<file path="src/rtl/adcrd_pkg.sv">
package adcrd_pkg;
  localparam int CMD_W   = 8;
  localparam int DATA_W  = 24;
  localparam int FRAME_W = CMD_W + DATA_W;

  typedef enum logic [1:0] {ST_IDLE, ST_SYNC, ST_SHIFT, ST_GAP} frameState_t;

  typedef struct packed {
    logic loadRead;
    logic loadWrite;
    logic holdWrite;
    logic rise;
    logic fall;
    logic publish;
  } dpStrobe_t;
endpackage

</file>
<file path="src/rtl/adcrd_ctrl.sv">
module adcrd_ctrl
  import adcrd_pkg::*;
#(
  parameter int HALF = 25
) (
  input  logic      clk,
  input  logic      rstN,
  input  logic      drdyN,
  input  logic      wrReq,
  output logic      csN,
  output logic      fsN,
  output logic      wrPending,
  output dpStrobe_t stb
);
  localparam int CNT_W     = (HALF > 1) ? $clog2(HALF) : 1;
  localparam int LAST_HALF = 2 * FRAME_W - 1;
  localparam int IDX_W     = $clog2(2 * FRAME_W);

  logic drdyMeta, drdySync, drdyPrev, readPend, isRead;
  frameState_t state;
  logic [CNT_W-1:0] halfCnt;
  logic [IDX_W-1:0] halfIdx;

  logic halfDone, readyFell, startRead, startWrite, shiftEnd;
  assign halfDone   = (halfCnt == CNT_W'(HALF - 1));
  assign readyFell  = drdyPrev & ~drdySync;
  assign startRead  = (state == ST_IDLE) && readPend && !drdySync;
  assign startWrite = (state == ST_IDLE) && !startRead && wrPending;
  assign shiftEnd   = (state == ST_SHIFT) && halfDone && (halfIdx == IDX_W'(LAST_HALF));

  always_comb begin
    stb.loadRead  = startRead;
    stb.loadWrite = startWrite;
    stb.holdWrite = wrReq && !wrPending;
    stb.rise      = (state == ST_SHIFT) && halfDone && !halfIdx[0];
    stb.fall      = (state == ST_SHIFT) && halfDone && halfIdx[0];
    stb.publish   = shiftEnd && isRead;
  end

  assign csN = !((state == ST_SYNC) || (state == ST_SHIFT));
  assign fsN = !(state == ST_SYNC);

  always_ff @(posedge clk) begin
    if (!rstN) begin
      drdyMeta  <= 1'b1;
      drdySync  <= 1'b1;
      drdyPrev  <= 1'b1;
      readPend  <= 1'b0;
      wrPending <= 1'b0;
      isRead    <= 1'b0;
      state     <= ST_IDLE;
      halfCnt   <= '0;
      halfIdx   <= '0;
    end else begin
      drdyMeta <= drdyN;
      drdySync <= drdyMeta;
      drdyPrev <= drdySync;

      if (startRead || drdySync) readPend <= 1'b0;
      else if (readyFell)        readPend <= 1'b1;

      if (shiftEnd && !isRead) wrPending <= 1'b0;
      else if (wrReq)          wrPending <= 1'b1;

      if (state == ST_IDLE) begin
        if (startRead || startWrite) begin
          state   <= ST_SYNC;
          isRead  <= startRead;
          halfCnt <= '0;
          halfIdx <= '0;
        end
      end else begin
        halfCnt <= halfDone ? '0 : halfCnt + 1'b1;
        if (halfDone) begin
          halfIdx <= halfIdx + 1'b1;
          case (state)
            ST_SYNC:  if (halfIdx == IDX_W'(1)) begin state <= ST_SHIFT; halfIdx <= '0; end
            ST_SHIFT: if (halfIdx == IDX_W'(LAST_HALF)) begin state <= ST_GAP; halfIdx <= '0; end
            ST_GAP:   if (halfIdx == IDX_W'(1)) begin state <= ST_IDLE; halfIdx <= '0; end
            default:  state <= ST_IDLE;
          endcase
        end
      end
    end
  end

  // the pending flag is released only by the close of a write frame
  assert_write_release_R7: assert property (@(posedge clk) disable iff (!rstN)
    $fell(wrPending) |-> ($past(state) == ST_SHIFT) && !$past(isRead));

  // a read frame opens only while a ready edge is pending and the line is low
  assert_start_on_ready_R2: assert property (@(posedge clk) disable iff (!rstN)
    ($fell(csN) && isRead) |-> ($past(readPend) && !$past(drdySync)));
endmodule

</file>
<file path="src/rtl/adcrd_datapath.sv">
module adcrd_datapath
  import adcrd_pkg::*;
#(
  parameter logic [CMD_W-1:0] READ_CMD = 8'h01
) (
  input  logic                     clk,
  input  logic                     rstN,
  input  dpStrobe_t                stb,
  input  logic [CMD_W-1:0]         wrCmd,
  input  logic [DATA_W-1:0]        wrData,
  input  logic                     miso,
  output logic                     sclk,
  output logic                     mosi,
  output logic signed [DATA_W-1:0] sample,
  output logic                     sampleValid
);
  logic [FRAME_W-1:0] txReg, rxReg, holdWord;

  assign mosi = txReg[FRAME_W-1];

  always_ff @(posedge clk) begin
    if (!rstN) begin
      txReg       <= '0;
      rxReg       <= '0;
      holdWord    <= '0;
      sclk        <= 1'b0;
      sample      <= '0;
      sampleValid <= 1'b0;
    end else begin
      if (stb.holdWrite) holdWord <= {wrCmd, wrData};

      if (stb.loadRead)       txReg <= {READ_CMD, {DATA_W{1'b0}}};
      else if (stb.loadWrite) txReg <= holdWord;
      else if (stb.fall)      txReg <= {txReg[FRAME_W-2:0], 1'b0};

      if (stb.rise) rxReg <= {rxReg[FRAME_W-2:0], miso};

      if (stb.rise)      sclk <= 1'b1;
      else if (stb.fall) sclk <= 1'b0;

      sampleValid <= stb.publish;
      if (stb.publish) sample <= rxReg[DATA_W-1:0];
    end
  end

  // outgoing data holds steady through every high phase of the clock
  assert_mosi_steady_R5: assert property (@(posedge clk) disable iff (!rstN)
    (sclk && $past(sclk)) |-> $stable(mosi));
endmodule

</file>
<file path="src/rtl/adc_ready_reader.sv">
module adc_ready_reader
  import adcrd_pkg::*;
#(
  parameter int              SYS_CLK_HZ = 50_000_000,
  parameter int              SCLK_HZ    = 1_000_000,
  parameter logic [7:0]      READ_CMD   = 8'h01
) (
  input  logic               clk,
  input  logic               rstN,
  input  logic               drdyN,
  input  logic               miso,
  input  logic               wrReq,
  input  logic [7:0]         wrCmd,
  input  logic [23:0]        wrData,
  output logic               sclk,
  output logic               mosi,
  output logic               csN,
  output logic               fsN,
  output logic signed [23:0] sample,
  output logic               sampleValid,
  output logic               wrPending
);
  localparam int HALF    = SYS_CLK_HZ / (2 * SCLK_HZ);
  localparam int GAP_MIN = 2 * HALF;
  localparam int GAP_W   = $clog2(GAP_MIN + 1) + 1;

  dpStrobe_t stb;

  adcrd_ctrl #(.HALF(HALF)) uCtrl (
    .clk(clk), .rstN(rstN), .drdyN(drdyN), .wrReq(wrReq),
    .csN(csN), .fsN(fsN), .wrPending(wrPending), .stb(stb)
  );

  adcrd_datapath #(.READ_CMD(READ_CMD)) uData (
    .clk(clk), .rstN(rstN), .stb(stb), .wrCmd(wrCmd), .wrData(wrData),
    .miso(miso), .sclk(sclk), .mosi(mosi), .sample(sample),
    .sampleValid(sampleValid)
  );

  logic [GAP_W-1:0] highCnt;
  always_ff @(posedge clk) begin
    if (!rstN)    highCnt <= GAP_W'(GAP_MIN);
    else if (!csN) highCnt <= '0;
    else if (highCnt < GAP_W'(GAP_MIN)) highCnt <= highCnt + 1'b1;
  end

  // chip select rests high long enough between frames
  assert_cs_gap_R9: assert property (@(posedge clk) disable iff (!rstN)
    $fell(csN) |-> (highCnt >= GAP_W'(GAP_MIN)));

  // the serial clock is idle whenever chip select is released
  assert_idle_clock_low_R9: assert property (@(posedge clk) disable iff (!rstN)
    csN |-> !sclk);

  // the sync pulse sits inside chip select before any clock edge
  assert_sync_lead_R3: assert property (@(posedge clk) disable iff (!rstN)
    !fsN |-> (!csN && !sclk));

  // each sample strobe lasts a single cycle
  assert_valid_pulse_R6: assert property (@(posedge clk) disable iff (!rstN)
    sampleValid |=> !sampleValid);
endmodule

</file>
<file path="config.mk">
export PLATFORM = sky130hd
export DESIGN_NAME = adc_ready_reader
export DESIGN_NICKNAME = d
export VERILOG_FILES = /design/src/rtl/adcrd_pkg.sv /design/src/rtl/adcrd_ctrl.sv /design/src/rtl/adcrd_datapath.sv /design/src/rtl/adc_ready_reader.sv
export SDC_FILE = /design/constraint.sdc
export NUM_CORES = 1
export LEC_CHECK = 0
export BUFFER_PORTS_ARGS = -buffer_cell sky130_fd_sc_hd__buf_2
export CORE_ASPECT_RATIO = 1.1
export CORE_UTILIZATION = 50
export CTS_CLUSTER_DIAMETER = 200
export DETAILED_ROUTE_END_ITERATION = 7
export PLACE_DENSITY = 0.74
export SETUP_SLACK_MARGIN = 0.02
export SYNTH_ARGS = -nofsm -noshare
export SYNTH_HDL_FRONTEND = slang
export SYNTH_SLANG_ARGS = --single-unit
</file>
<file path="constraint.sdc">
create_clock -name clk -period 2.1 [get_ports clk]
set_input_delay 0.21 -clock clk [delete_from_list [all_inputs] [get_ports clk]]
set_output_delay 0.21 -clock clk [all_outputs]
set_load 0.005 [all_outputs]
</file>
==> results.md <==
- Outcome: completed
- VDD IR-drop max: 0.606 mV
- Share of layout cells above drive strength 1: 17.5%
- Clk Latency, worst-skew pair: 0.52 ns
- Worst-case reg-to-reg path depth: 6
- GP Congestion: 0.792
- Vias per cell: 5.16
- First-pass GRT wire length: 19100 um
- Initial antenna violation count: 0
- Final #Nets: 744
- Relative slew slack: 64.7%
- RSZ-0062 raised after global routing: no
- CP Data Required Time: 2.52 ns
- Yosys warning count: 0
- Sum of negative setup slack: 0 ns
- Drt initial violations: 190
- Post-Synthesis Cells: 601
- Fin crit period: 1.93 ns
- Final Hold Viols: 0
- Final HPWL DP: 6840 um
- Post-Syn Area: 5280 um2
- Reg clk slew, reported paths: 0.06 ns
- Die Wd: 99.9 um
- WP data arrival: 2.34 ns
- Setup CP Type: reg -> reg
- Post-Route WL: 11300 um
- Final count of pins violating max slew: 0
- Mean Syn Cell Area: 8.78 um2
- CTS H-Tree Depth: 4
- CTS tree: yes
- Die area: 11000 um2
- Root cell of the clock tree: clkbuf_8
- First drt pass iteration count: 6
- Core area: 10100 um2
- Seq/Total Area, Yosys: 50.5%
- Crit path capture type: flip-flop
- Leakage power: 2.93 nW
- Worst r2r src: uCtrl.halfIdx[0]$_SDFFE_PN0P_
- Worst-margin pin slew: 0.529 ns
- Remaining antenna violation count after routing: 0
- Die height: 110 um
- Syn nets: 648
- Row cnt: 38
- Setup-failing EPs final: 0
- Post-synth top flop: dfxtp_1
- Port Buffers: 66
- Dpl cells: 782
- Post-synthesis cell type count: 42
- DR WL/cell: 13.3 um
- Flops & latches, synth: 133
- Clock sinks: 133
- MaxCap Viol Count: 0
- Fin crit share: 91.7%
- Async S/R FF share, synth: 0%
- Pwr/cell area: 1060 nW/um2
- Area Overhead vs Synth: 27.1%
- Worst setup path end: uCtrl.halfIdx[1]$_SDFFE_PN0P_
- GR Overflow Total: 0
- Clk_skew: 0.00744 ns
- Num CTS Buffers: 17
- Crit path from: uCtrl.halfIdx[0]$_SDFFE_PN0P_
- Critical path peak fanout: 7
- Worst Hold Class: in -> reg
- R2r setup slk: 0.17 ns
- Gr usage total: 22.3%
- Number of global-route vias before repair: 4262
- Vias: 4385
- # diodes: 0
- Area share of the largest cell type after synthesis: 50.5%
- Post-synth EDFFs: 0
- Peak Freq: 0.519 GHz
- Io pins: 67
- Worst setup SP type: flip-flop
- Longest Clk Path Bufs: 2
- Reg2reg end: uCtrl.halfIdx[1]$_SDFFE_PN0P_
- Largest net degree at the start of global routing: 60
- Top cells by area, synth: dfxtp_1 50%, mux2i_1 11%, nand2_1 9.2%
- Fin cells: 849
- DRC viols: 0
- Initial Util: 52.3%
- Leading area contributor after synthesis: dfxtp_1
==> cells by family (layout without fill, tap and decap cells) <==
group | count (synthesis) | in the layout | synth area share (%)
flops | 133 | 133 | 50.5
compound gates | 116 | 116 | 13.5
buf+inv | 50 | 158 | 4.25
fa+ha+maj | 10 | 10 | 2.37
simple gates | 234 | 234 | 18.4
mux | 58 | 58 | 11.0
==> synth_stat cells, drive strengths merged (3+ instances only) <==
cell type  instances
dfxtp            133
nand2            129
nor2              73
a21oi             66
mux2i             58
a211oi            30
clkbuf            22
buf               17
inv               11
ha                10
o21ai              8
nand3              7
nand2b             6
a31oi              3
nor2b              3
nor3               3
==> metrics by stage <==
step	utilization, %	worst slack [ns]	total power [mW]	hold WS (ns)	cell area (um2)
finish	66.5	0.174	7.12	0.0309	6700
floorplan	-	0.335	3.81	0.283	5280
detailed placement	56.9	0.0988	4.11	0.408	5730
CTS	66.5	0.0482	7.16	0.00430	6700
global route	66.5	0.0711	7.47	0.0333	6700
global placement	56.9	0.173	4.06	0.390	5730
==> worst min-delay path by stage <==
stage                     startpoint                        end  slack (ns)  cells past startpoint
after global routing            rstN  uCtrl.drdySync$_SDFF_PN1_        0.03                      2
after global placement         drdyN  uCtrl.drdyMeta$_SDFF_PN1_        0.39                      2
after detailed placement       drdyN  uCtrl.drdyMeta$_SDFF_PN1_        0.41                      2
after floorplan                 rstN  uCtrl.drdySync$_SDFF_PN1_        0.28                      1
final                           rstN  uCtrl.drdySync$_SDFF_PN1_        0.03                      2
after CTS                       rstN  uCtrl.drdySync$_SDFF_PN1_       0.004                      2
==> layer usage <==
| metal | global-route usage (%) | wire, um |
|---|---|---|
| met1 | 24.7 | 4940 |
| met2 | 40.5 | 5780 |
| met3 | 5.53 | 337 |
| met4 | 9.98 | 194 |
| met5 | 0 | 0 |
==> critical path, stage by stage, from the launching register on <==
cell and delay [ns]:
dfxtp_2 0.39, ha_1 0.18, nor4b_1 0.28, a21oi_1 0.18, o311a_2 0.44, a22o_2 0.21
and2_1 0.15
==> what timing repair did <==
| action | CTS | global route |
|---|---|---|
| endpoints found under the hold margin | 35 | 0 |
| endpoints found under the setup margin | 0 | 64 |
| hold buffers | 36 | 0 |
| buffers inserted | 0 | 0 |
| gates resized for setup | 0 | 3 |
==> power breakdown <==
group / internal [mW] / total, mW / switching (mW)
clock: 1.96 / 2.99 / 1.03
sequential: 2.74 / 2.86 / 0.125
combinational: 0.548 / 1.26 / 0.716
total: 5.24 / 7.12 / 1.88
==> registers in the layout, summed over array words and instances, names as in the netlist, 2 cells and up <==
| name | count |
|---|---|
| uData.rxReg | 24 |
| uData.txReg | 32 |
| uCtrl.halfIdx | 6 |
| uData.holdWord | 32 |
| uCtrl.state | 2 |
| uData.sample | 24 |
| uCtrl.halfCnt | 5 |
==> area by class of cell <==
cell class | instances | area (um2)
fillers | 812 | 3380
multi-input cells | 418 | 2390
well taps | 140 | 175
clock inverters | 8 | 121
repair buffers | 116 | 821
flip-flops and latches | 133 | 2660
inverters | 11 | 41.3
clock buffers | 23 | 487
==> cells in the final DEF, fill, tap and decap left out, types with 12 or more instances in the layout <==
master	count
dfxtp_1	132
nor2_1	72
dlygate4sd3_1	36
buf_2	66
a21oi_1	65
nand2_1	129
a211oi_1	30
clkbuf_16	16
buf_4	12
mux2i_1	58
No activity file was read; power rests on OpenSTA's default activity.
